## src/rtl/fseq_pkg.sv

```systemverilog
// Shared types for the flash program command sequencer.
// Assumes nothing beyond a 2-bit kind code visible at the block's edge.
package fseq_pkg;
    typedef enum logic [1:0] {
        K_PAIR  = 2'd0,
        K_QUAD  = 2'd1,
        K_BPAIR = 2'd2,
        K_BUF   = 2'd3
    } pgm_kind_e;

    typedef enum logic [1:0] {
        S_READ    = 2'd0,
        S_GATHER  = 2'd1,
        S_COUNT   = 2'd2,
        S_CONFIRM = 2'd3
    } seq_state_e;
endpackage

```

## src/rtl/fseq_cmd_decode.sv

```systemverilog
// Classifies one bus-write data value as a command code.
// Assumes the codes are distinct; only meaningful in read mode or at the confirm step.
module fseq_cmd_decode
    import fseq_pkg::*;
#(
    parameter int DW = 16,
    parameter logic [DW-1:0] CMD_PAIR  = DW'('h50),
    parameter logic [DW-1:0] CMD_QUAD  = DW'('h56),
    parameter logic [DW-1:0] CMD_BPAIR = DW'('h51),
    parameter logic [DW-1:0] CMD_BUF   = DW'('h25),
    parameter logic [DW-1:0] CMD_CONF  = DW'('h29),
    parameter logic [DW-1:0] CMD_ABORT = DW'('hF0),
    parameter logic [DW-1:0] CMD_SUSP  = DW'('hB0)
) (
    input  logic [DW-1:0] data_i,
    input  logic          byte_mode_i,
    input  logic          busy_i,
    output logic          setup_o,
    output pgm_kind_e     kind_o,
    output logic [1:0]    span_lg_o,
    output logic          susp_o,
    output logic          conf_o,
    output logic          abort_o
);
    // Setup recognition, gated by organisation mode and controller busy.
    always_comb begin
        setup_o   = 1'b0;
        kind_o    = K_PAIR;
        span_lg_o = 2'd1;
        susp_o    = 1'b0;
        if (busy_i) begin
            susp_o = (data_i == CMD_SUSP);
        end else if (data_i == CMD_PAIR && !byte_mode_i) begin
            setup_o = 1'b1;
        end else if (data_i == CMD_QUAD && !byte_mode_i) begin
            setup_o   = 1'b1;
            kind_o    = K_QUAD;
            span_lg_o = 2'd2;
        end else if (data_i == CMD_BPAIR && byte_mode_i) begin
            setup_o = 1'b1;
            kind_o  = K_BPAIR;
        end else if (data_i == CMD_BUF) begin
            setup_o = 1'b1;
            kind_o  = K_BUF;
        end
    end

    assign conf_o  = (data_i == CMD_CONF);
    assign abort_o = (data_i == CMD_ABORT);
endmodule

```

## src/rtl/fseq_addr_check.sv

```systemverilog
// Compares a word address with the group base above a variable number of low bits.
// Assumes base_i already has its low bits cleared.
module fseq_addr_check #(
    parameter int AW  = 16,
    parameter int LGW = 2
) (
    input  logic [AW-1:0]  addr_i,
    input  logic [AW-1:0]  base_i,
    input  logic [LGW-1:0] lg_i,
    output logic [AW-1:0]  low_mask_o,
    output logic           match_o
);
    // Build a mask with the lg_i lowest bits set.
    always_comb begin
        for (int i = 0; i < AW; i++) begin
            low_mask_o[i] = (i < int'(lg_i));
        end
    end

    assign match_o = ((addr_i ^ base_i) & ~low_mask_o) == '0;
endmodule

```

## src/rtl/fseq_word_store.sv

```systemverilog
// Holds the words of one sequence, one slot per low-address value.
// Assumes DW >= 8; narrow_i keeps only the low byte of captured data.
module fseq_word_store #(
    parameter int DW = 16,
    parameter int LG = 3,
    localparam int MAXW = 1 << LG
) (
    input  logic              clk,
    input  logic              rst_n,
    input  logic              clear_i,
    input  logic              cap_i,
    input  logic [LG-1:0]     idx_i,
    input  logic [DW-1:0]     data_i,
    input  logic              narrow_i,
    output logic [MAXW*DW-1:0] words_o,
    output logic [MAXW-1:0]   valid_o
);
    localparam logic [DW-1:0] BYTE_MASK = DW'('hFF);

    logic [DW-1:0] cap_data;
    assign cap_data = narrow_i ? (data_i & BYTE_MASK) : data_i;

    for (genvar g = 0; g < MAXW; g++) begin : g_slot
        logic [DW-1:0] slot_q;
        logic          vld_q;
        // Clear on setup, load when the write addresses this slot.
        always_ff @(posedge clk) begin
            if (!rst_n || clear_i) begin
                slot_q <= '0;
                vld_q  <= 1'b0;
            end else if (cap_i && idx_i == LG'(g)) begin
                slot_q <= cap_data;
                vld_q  <= 1'b1;
            end
        end
        assign words_o[g*DW +: DW] = slot_q;
        assign valid_o[g]          = vld_q;
    end
endmodule

```

## src/rtl/flash_pgm_seq.sv

```systemverilog
// Command sequencer for multi-word flash programming.
// Collects pair, quad, byte-pair and buffered program sequences and launches
// one combined program with a one-cycle start pulse.
// Assumes BUF_LG >= 2, one-cycle write strobes, and that busy_i changes
// only between sequences.
module flash_pgm_seq
    import fseq_pkg::*;
#(
    parameter int AW     = 16,
    parameter int DW     = 16,
    parameter int BUF_LG = 3,
    parameter logic [DW-1:0] CMD_PAIR  = DW'('h50),
    parameter logic [DW-1:0] CMD_QUAD  = DW'('h56),
    parameter logic [DW-1:0] CMD_BPAIR = DW'('h51),
    parameter logic [DW-1:0] CMD_BUF   = DW'('h25),
    parameter logic [DW-1:0] CMD_CONF  = DW'('h29),
    parameter logic [DW-1:0] CMD_ABORT = DW'('hF0),
    parameter logic [DW-1:0] CMD_SUSP  = DW'('hB0),
    localparam int MAXW = 1 << BUF_LG
) (
    input  logic               clk,
    input  logic               rst_n,
    input  logic               wr_en_i,
    input  logic [AW-1:0]      wr_addr_i,
    input  logic [DW-1:0]      wr_data_i,
    input  logic               byte_mode_i,
    input  logic               busy_i,
    output logic               start_o,
    output logic [1:0]         start_kind_o,
    output logic [AW-1:0]      start_addr_o,
    output logic [MAXW*DW-1:0] start_words_o,
    output logic [MAXW-1:0]    start_valid_o,
    output logic               err_o,
    output logic               susp_o
);
    localparam int LGW = $clog2(BUF_LG + 1);
    localparam int CW  = BUF_LG + 1;

    seq_state_e     state_q, state_d;
    pgm_kind_e      kind_q, kind_d;
    logic [LGW-1:0] lg_q, lg_d;
    logic [CW-1:0]  left_q, left_d;
    logic           first_q, first_d;
    logic [AW-1:0]  base_q, base_d;
    logic           start_q, start_d, err_q, err_d, susp_q, susp_d;
    logic           clr, cap;

    logic           dec_setup, dec_susp, dec_conf, dec_abort;
    pgm_kind_e      dec_kind;
    logic [1:0]     dec_lg;
    logic [AW-1:0]  low_mask;
    logic           addr_ok;
    logic [BUF_LG-1:0] idx;

    fseq_cmd_decode #(
        .DW(DW), .CMD_PAIR(CMD_PAIR), .CMD_QUAD(CMD_QUAD), .CMD_BPAIR(CMD_BPAIR),
        .CMD_BUF(CMD_BUF), .CMD_CONF(CMD_CONF), .CMD_ABORT(CMD_ABORT), .CMD_SUSP(CMD_SUSP)
    ) u_dec (
        .data_i      (wr_data_i),
        .byte_mode_i (byte_mode_i),
        .busy_i      (busy_i),
        .setup_o     (dec_setup),
        .kind_o      (dec_kind),
        .span_lg_o   (dec_lg),
        .susp_o      (dec_susp),
        .conf_o      (dec_conf),
        .abort_o     (dec_abort)
    );

    fseq_addr_check #(.AW(AW), .LGW(LGW)) u_chk_addr (
        .addr_i     (wr_addr_i),
        .base_i     (base_q),
        .lg_i       (lg_q),
        .low_mask_o (low_mask),
        .match_o    (addr_ok)
    );

    assign idx = wr_addr_i[BUF_LG-1:0] & low_mask[BUF_LG-1:0];

    fseq_word_store #(.DW(DW), .LG(BUF_LG)) u_store (
        .clk      (clk),
        .rst_n    (rst_n),
        .clear_i  (clr),
        .cap_i    (cap),
        .idx_i    (idx),
        .data_i   (wr_data_i),
        .narrow_i (kind_q == K_BPAIR),
        .words_o  (start_words_o),
        .valid_o  (start_valid_o)
    );

    // Sequence state machine: next state, pulses and store control.
    always_comb begin
        state_d = state_q;
        kind_d  = kind_q;
        lg_d    = lg_q;
        left_d  = left_q;
        first_d = first_q;
        base_d  = base_q;
        start_d = 1'b0;
        err_d   = 1'b0;
        susp_d  = 1'b0;
        clr     = 1'b0;
        cap     = 1'b0;
        if (wr_en_i) begin
            case (state_q)
                S_READ: begin
                    susp_d = dec_susp;
                    if (dec_setup) begin
                        clr     = 1'b1;
                        kind_d  = dec_kind;
                        first_d = 1'b1;
                        if (dec_kind == K_BUF) begin
                            state_d = S_COUNT;
                        end else begin
                            state_d = S_GATHER;
                            lg_d    = LGW'(dec_lg);
                            left_d  = CW'(1) << dec_lg;
                        end
                    end
                end
                S_COUNT: begin
                    if (wr_data_i > DW'(MAXW - 1)) begin
                        err_d   = 1'b1;
                        state_d = S_READ;
                    end else begin
                        state_d = S_GATHER;
                        lg_d    = LGW'(BUF_LG);
                        left_d  = CW'(wr_data_i[BUF_LG-1:0]) + CW'(1);
                    end
                end
                S_GATHER: begin
                    if (!first_q && !addr_ok) begin
                        err_d   = 1'b1;
                        state_d = S_READ;
                    end else begin
                        cap     = 1'b1;
                        first_d = 1'b0;
                        if (first_q) base_d = wr_addr_i & ~low_mask;
                        left_d = left_q - CW'(1);
                        if (left_q == CW'(1)) begin
                            if (kind_q == K_BUF) begin
                                state_d = S_CONFIRM;
                            end else begin
                                start_d = 1'b1;
                                state_d = S_READ;
                            end
                        end
                    end
                end
                S_CONFIRM: begin
                    state_d = S_READ;
                    if (dec_conf) start_d = 1'b1;
                    else if (!dec_abort) err_d = 1'b1;
                end
                default: state_d = S_READ;
            endcase
        end
    end

    // State and pulse registers with synchronous reset.
    always_ff @(posedge clk) begin
        if (!rst_n) begin
            state_q <= S_READ;
            kind_q  <= K_PAIR;
            lg_q    <= '0;
            left_q  <= '0;
            first_q <= 1'b0;
            base_q  <= '0;
            start_q <= 1'b0;
            err_q   <= 1'b0;
            susp_q  <= 1'b0;
        end else begin
            state_q <= state_d;
            kind_q  <= kind_d;
            lg_q    <= lg_d;
            left_q  <= left_d;
            first_q <= first_d;
            base_q  <= base_d;
            start_q <= start_d;
            err_q   <= err_d;
            susp_q  <= susp_d;
        end
    end

    assign start_o      = start_q;
    assign start_kind_o = kind_q;
    assign start_addr_o = base_q;
    assign err_o        = err_q;
    assign susp_o       = susp_q;
endmodule

```

## config.mk

```make
export PLATFORM = sky130hd
export DESIGN_NAME = flash_pgm_seq
export DESIGN_NICKNAME = d
export VERILOG_FILES = /design/src/rtl/fseq_pkg.sv /design/src/rtl/fseq_cmd_decode.sv /design/src/rtl/fseq_addr_check.sv /design/src/rtl/fseq_word_store.sv /design/src/rtl/flash_pgm_seq.sv
export SDC_FILE = /design/constraint.sdc
export NUM_CORES = 1
export LEC_CHECK = 0
export BUFFER_PORTS_ARGS = -buffer_cell sky130_fd_sc_hd__buf_2
export CAP_MARGIN = 20
export CORE_ASPECT_RATIO = 2
export CORE_UTILIZATION = 45
export CTS_CLUSTER_SIZE = 40
export DETAILED_ROUTE_END_ITERATION = 6
export PLACE_DENSITY = 0.7
export SLEW_MARGIN = 40
export SYNTH_ARGS = -nofsm -noshare
export SYNTH_HDL_FRONTEND = slang
export SYNTH_SLANG_ARGS = --single-unit
```

## constraint.sdc

```tcl
create_clock -name clk -period 2.5 [get_ports clk]
set_input_delay 0.125 -clock clk [delete_from_list [all_inputs] [get_ports clk]]
set_output_delay 0.125 -clock clk [all_outputs]
set_load 0.05 [all_outputs]
```

# Word level (Yosys, flattened, before mapping)
# Cells that the tools add are included.
[totals] output_inout_bits=157 elab_cells=144 input_bits=37 ff_bits=166
[classes] n_reduce_logical=31 n_eq_ne=26 shift=1 bitwise=6 order_cmp=4 muxes=49 addsub=2
[op_table] op="$eq A16 B7 Y1 const B" count=3
[op_table] op="$and A16 B16 Y16" count=2
[op_table] op="$eq A16 B6 Y1 const B" count=2
[op_table] op="$eq A16 B8 Y1 const B" count=2
[op_table] op="$mux W2" count=16
[op_table] op="$mux W1" count=22
[op_table] op="$gt A16 B3 Y1 const B" count=1
[op_table] op="$logic_not A16 Y1" count=1
[op_table] op="$mux W16" count=1
[op_table] op="$mux W4" count=4
[op_table] op="$not A3 Y16" count=1
[op_table] op="$xor A16 B16 Y16" count=1
[op_table] op="$eq A3 B3 Y1 const B" count=4
[op_table] op="$logic_and A1 B1 Y1" count=12
[op_table] op="$pmux W4 S3" count=1
[op_table] op="$reduce_and A4 Y1" count=3
[op_table] op="$eq A2 B2 Y1 const B" count=5
[op_table] op="$ne A2 B2 Y1 const B" count=4
[op_table] op="$pmux W2 S4" count=1
[op_table] op="$eq A3 B2 Y1 const B" count=2
[op_table] op="$reduce_and A3 Y1" count=2
[op_table] op="$reduce_and A6 Y1" count=1
[op_table] op="$reduce_and A5 Y1" count=1
[op_table] op="$add A3 B1 Y4 const B" count=1
[op_table] op="20 further kinds" count=26

# Depth between registers and ports, before layout
[logic_depth] ltp_word=10 mapped_depth=11

# Hierarchy
# A second synthesis with hierarchy kept.
[unflattened] hier_cells=757 area_unflattened_um2=7746.2
[by_module_without_submodules] module="fseq_word_store" seq_area_each_um2=2722.6 instances=1 cells_per_inst=496 area_per_inst_um2=5599.1
[by_module_without_submodules] module="flash_pgm_seq" seq_area_each_um2=600.6 instances=1 cells_per_inst=194 area_per_inst_um2=1601.5
[by_module_without_submodules] module="fseq_addr_check" seq_area_each_um2=0.0 instances=1 cells_per_inst=40 area_per_inst_um2=312.8
[by_module_without_submodules] module="fseq_cmd_decode" seq_area_each_um2=0.0 instances=1 cells_per_inst=27 area_per_inst_um2=232.7

# Worst setup path after synthesis
# No wires, ideal clock.
[synth_path] kind="register -> register" start="register base_q[2], in the netlist start_addr_o[2]" end="register u_store.g_slot[6].slot_q[15]" arrival_time_ns=2.316 n_path_buf=3 stages_incl_launch_ff=11 required_ns=2.383 slack_ns=0.066 path_cell_list="dfxtp_1 xnor2_1 o21ai_1 a2111oi_2 a21oi_1 buf_6 nor4_4 buf_6 buf_8 mux2i_1 nor2_1"
[synth_between] elab_chain_cells=9
[synth_lines] element="from (decl)" line_no="flash_pgm_seq.sv:44" source="logic [AW-1:0] base_q, base_d;"
[synth_lines] element="from (signal assigned)" line_no="flash_pgm_seq.sv:179" source="base_q <= base_d;"
[synth_lines] element="$xor A16 B16 Y16" line_no="fseq_addr_check.sv:20" source="assign match_o = ((addr_i ^ base_i) & ~low_mask_o) == '0;"
[synth_lines] element="$and A16 B16 Y16" line_no="fseq_addr_check.sv:20"
[synth_lines] element="$logic_not A16 Y1" line_no="fseq_addr_check.sv:20"
[synth_lines] element="$logic_not A1 Y1" line_no="flash_pgm_seq.sv:133" source="if (!first_q && !addr_ok) begin"
[synth_lines] element="$logic_and A1 B1 Y1" line_no="flash_pgm_seq.sv:133"
[synth_lines] element="$mux W1" line_no="flash_pgm_seq.sv:133"
[synth_lines] element="$mux W1" line_no="flash_pgm_seq.sv:106" source="case (state_q)"
[synth_lines] element="$mux W1" line_no="flash_pgm_seq.sv:105" source="if (wr_en_i) begin"
[synth_lines] element="$logic_and A1 B1 Y1" line_no="fseq_word_store.sv:31" source="end else if (cap_i && idx_i == LG'(g)) begin"
[synth_lines] element="to (signal assigned)" line_no="fseq_word_store.sv:32" source="slot_q <= cap_data;"
[synth_lines] element="to (decl)" line_no="fseq_word_store.sv:24" source="logic [DW-1:0] slot_q;"
# No other way between the ends.
# A chain may end at the register's enable or synchronous reset.

# Final worst setup path
[layout_path] start="input port wr_addr_i[2]" end="register u_store.g_slot[6].slot_q[1]"
[layout_between] elab_chain_cells=9 elab_cells_between_ends=11 cone_classes="1 x eq/ne; 3 x mux; 3 x bitwise; 4 x reduce/logical"
[layout_lines] element="from (decl)" line_no="flash_pgm_seq.sv:24" source="input logic [AW-1:0] wr_addr_i,"
[layout_lines] element="$xor A16 B16 Y16" line_no="fseq_addr_check.sv:20"
[layout_lines] element="$and A16 B16 Y16" line_no="fseq_addr_check.sv:20"
[layout_lines] element="$logic_not A16 Y1" line_no="fseq_addr_check.sv:20"
[layout_lines] element="$logic_not A1 Y1" line_no="flash_pgm_seq.sv:133"
[layout_lines] element="$logic_and A1 B1 Y1" line_no="flash_pgm_seq.sv:133"
[layout_lines] element="$mux W1" line_no="flash_pgm_seq.sv:133"
[layout_lines] element="$mux W1" line_no="flash_pgm_seq.sv:106"
[layout_lines] element="$mux W1" line_no="flash_pgm_seq.sv:105"
[layout_lines] element="$logic_and A1 B1 Y1 (*)" line_no="fseq_word_store.sv:31"
# Mark *: on every way between the ends. The rest lies on a longest branch, timed or not.

==> qor.csv <==
metric,value,unit
tns,0,ns
nNetsFinal,954,
synth_common_cells,"166 x dfxtp_1, 156 x nor2_1, 135 x mux2i_1",
syn-cell-area,6980,um2
yosysMostFrequentCell,dfxtp_1,
vias,5649,
combPwrFrac,4.1,%
synthArstFlopShare,0,%
period_minus_slack,2.296,ns
synth_nets,769,
cts-root-buf,clkbuf_16,
fp.dieH,178.1,um
timing.final.ws_setup,0.2039,ns
ys_seq_area_share,47.61,%
setup-violations-final,0,
p_switching,1.290,mW
min_period_over_period,91.85,%
ant_nets,0,
totalWireLength,18.91,mm
ys_warn_count,0,
antenna_found_initial,0,
grt_pass1_vias,5330,
die-area,16040,um2
wl_per_cell,16.93,um
powerDensity,615.7,nW/um2
place_ws,0.1528,ns
area_delta_synth_final,26.58,%
fp.coreArea,15210,um2
start_util,45.88,%
grt.total_usage,23.55,%
hpwl,13.67,mm
ir_drop,602.8,uV
ys.flop_type,dfxtp_1,
finalHoldViolations,0,
synth_largest_area_cell,dfxtp_1,
violations,design-rule violations,
sequentialPowerShare,48.6,%
critPathArrivalTime,2.61,ns
finClkSkew,0.008912,ns
rsz0062_at_grt,no,
drc,1,
start_kind,input pin,
path_class,input pin to flip-flop,
crit_fanout,17,
synth_top_area_share,47.61,%
ys_types,52,
swShare,23.72,%
end_kind,flip-flop,
cts.reportedPaths.clkPinSlew,0.07,ns
grt_max_degree,46,
synthTopCellsByArea,"dfxtp_1 48%, mux2i_1 19%, nor2_1 8.4%",
grt_pass1_wl,28.95,mm
gp_congestion,0.9139,
clkLatencyLatePin,0.43,ns
antenna_cells,0,
outcome,finished with violations,
synth_edf_count,0,
p_int,4.150,mW
grt_overflow,0,
avgViaCountPerCell,5.057,
required,2.81,ns
finalMaxSlewViolations,0,
synth.avg_cell_area,9.682,um2
rows,64,
p_leak,3.669,nW
cts_tree,yes,
numPortBuffers,193,
syn-instance-count,721,
cap_violations,0,
fmax,435.5,MHz
drt_first_pass_iters,7,
ioPinCount,194,
htreeDepth,4,
p_clk_share,47.3,%
hold_class,input pin to flip-flop,
cts_buffers,17,
clockBufferDepth,2,
synth-seq-cells,166,
worstMarginPinSlew,0.6377,ns
fp.dieW,90.07,um
clock-sinks,166,
drt-initial-drc-count,203,
drive_above_1_share,29.60,%
max_slew_margin,57.37,%
==> cells in the final DEF, fill, tap and decap left out, types with 4 or more instances in the layout <==
cell and n:
nand3_1 13, and3_1 4, a21oi_1 24, xnor2_1 15, clkbuf_16 17, inv_1 10
and2_1 8, buf_12 9, clkinv_4 5, nand2_1 49, nor2_1 156, o21ai_0 5
dlygate4sd3_1 15, mux2i_1 135, dfxtp_1 166, buf_4 12, nor3_2 6, nor3_1 4
buf_2 193, ha_1 11, nand4_1 5
==> worst paths after layout <==
path                                              start                           to  slack, ns  depth (start not counted)
worst max-delay path                       wr_addr_i[2]  u_store.g_slot[6].slot_q[1]       0.20                         11
worst min-delay path                       wr_addr_i[1]              start_addr_o[1]       0.02                          3
worst max register to register          start_addr_o[2]  u_store.g_slot[6].slot_q[1]       0.21                          9
worst min register to register  u_store.g_slot[3].vld_q      u_store.g_slot[3].vld_q       0.47                          2
==> critical path: stages <==
cell	delay (ns)
dlygate4sd3_1	0.53
buf_2	0.15
xnor2_2	0.17
o21ai_1	0.11
a2111oi_2	0.38
a21oi_1	0.12
buf_4	0.21
nor4_4	0.30
buf_12	0.22
mux2i_1	0.22
nor2_1	0.06
==> per-stage QoR <==
| stage | util (%) | hold WS, ns | std cells | total power, mW | cell area, um2 |
|---|---|---|---|---|---|
| 2_1_floorplan | - | 0.2444 | 721 | 2.815 | 6980 |
| 3_3_place_gp | 53.13 | 0.3859 | 1070 | 2.910 | 8084 |
| 3_5_place_dp | 53.13 | 0.3909 | 1070 | 2.910 | 8084 |
| 4_1_cts | 57.94 | 0.007940 | 1117 | 5.487 | 8816 |
| 5_1_grt | 58.08 | 0.04876 | 1117 | 5.615 | 8836 |
| 6_report | 58.08 | 0.02373 | 1117 | 5.440 | 8836 |
==> what timing repair did <==
item	CTS	global route
endpoints found under the hold margin	15	0
hold buffers	15	0
setup buffers	0	0
gates resized for setup	0	3
endpoints found under the setup margin	0	8
==> flip-flops by register name, summed over array words and instances, names as in the netlist <==
name                   flops
u_store.g_slot.slot_q    128
start_addr_o              16
u_store.g_slot.vld_q       8
left_q                     4
lg_q                       2
start_kind_o               2
state_q                    2
err_o                      1
first_q                    1
start_o                    1
susp_o                     1
==> kinds of logic (layout without fill, tap and decap cells) <==
group                    after synthesis  count (layout)  share of synthesized area, %
AND/OR/NAND/NOR                      269             269                         17.46
flip-flops                           166             166                         47.61
multiplexers                         135             135                         19.36
buffers and inverters                 74             272                         6.686
AO/OA/AOI/OAI                         47              47                         4.427
XOR/XNOR                              19              19                         2.492
adder cells (fa/ha/maj)               11              11                         1.972
==> power by group through the flow <==
stage | combinational, mW | clock, mW | sequential, mW
after detailed placement | 0.207 | 0 | 2.70
after global routing | 0.243 | 2.73 | 2.64
after CTS | 0.226 | 2.62 | 2.64
after global placement | 0.206 | 0 | 2.70
final | 0.225 | 2.57 | 2.64
after floorplan | 0.111 | 0 | 2.70
==> cell type report <==
class | count | area, um2
flip-flops and latches | 166 | 3323
inverters | 10 | 37.54
clock inverters | 14 | 142.6
fillers | 1392 | 6379
clock buffers | 18 | 439.2
well taps | 198 | 247.7
multi-input cells | 481 | 3248
repair buffers | 230 | 1398
==> routing by layer <==
metal	vias up	part of all wire (%)	global-route usage, %
li1	2765	-	-
met1	2669	37	23.87
met2	175	56	44.91
met3	40	3.6	4.348
met4	0	3.3	12.84
met5	-	0	0
Note: power is estimated with default switching activity, not from simulation.
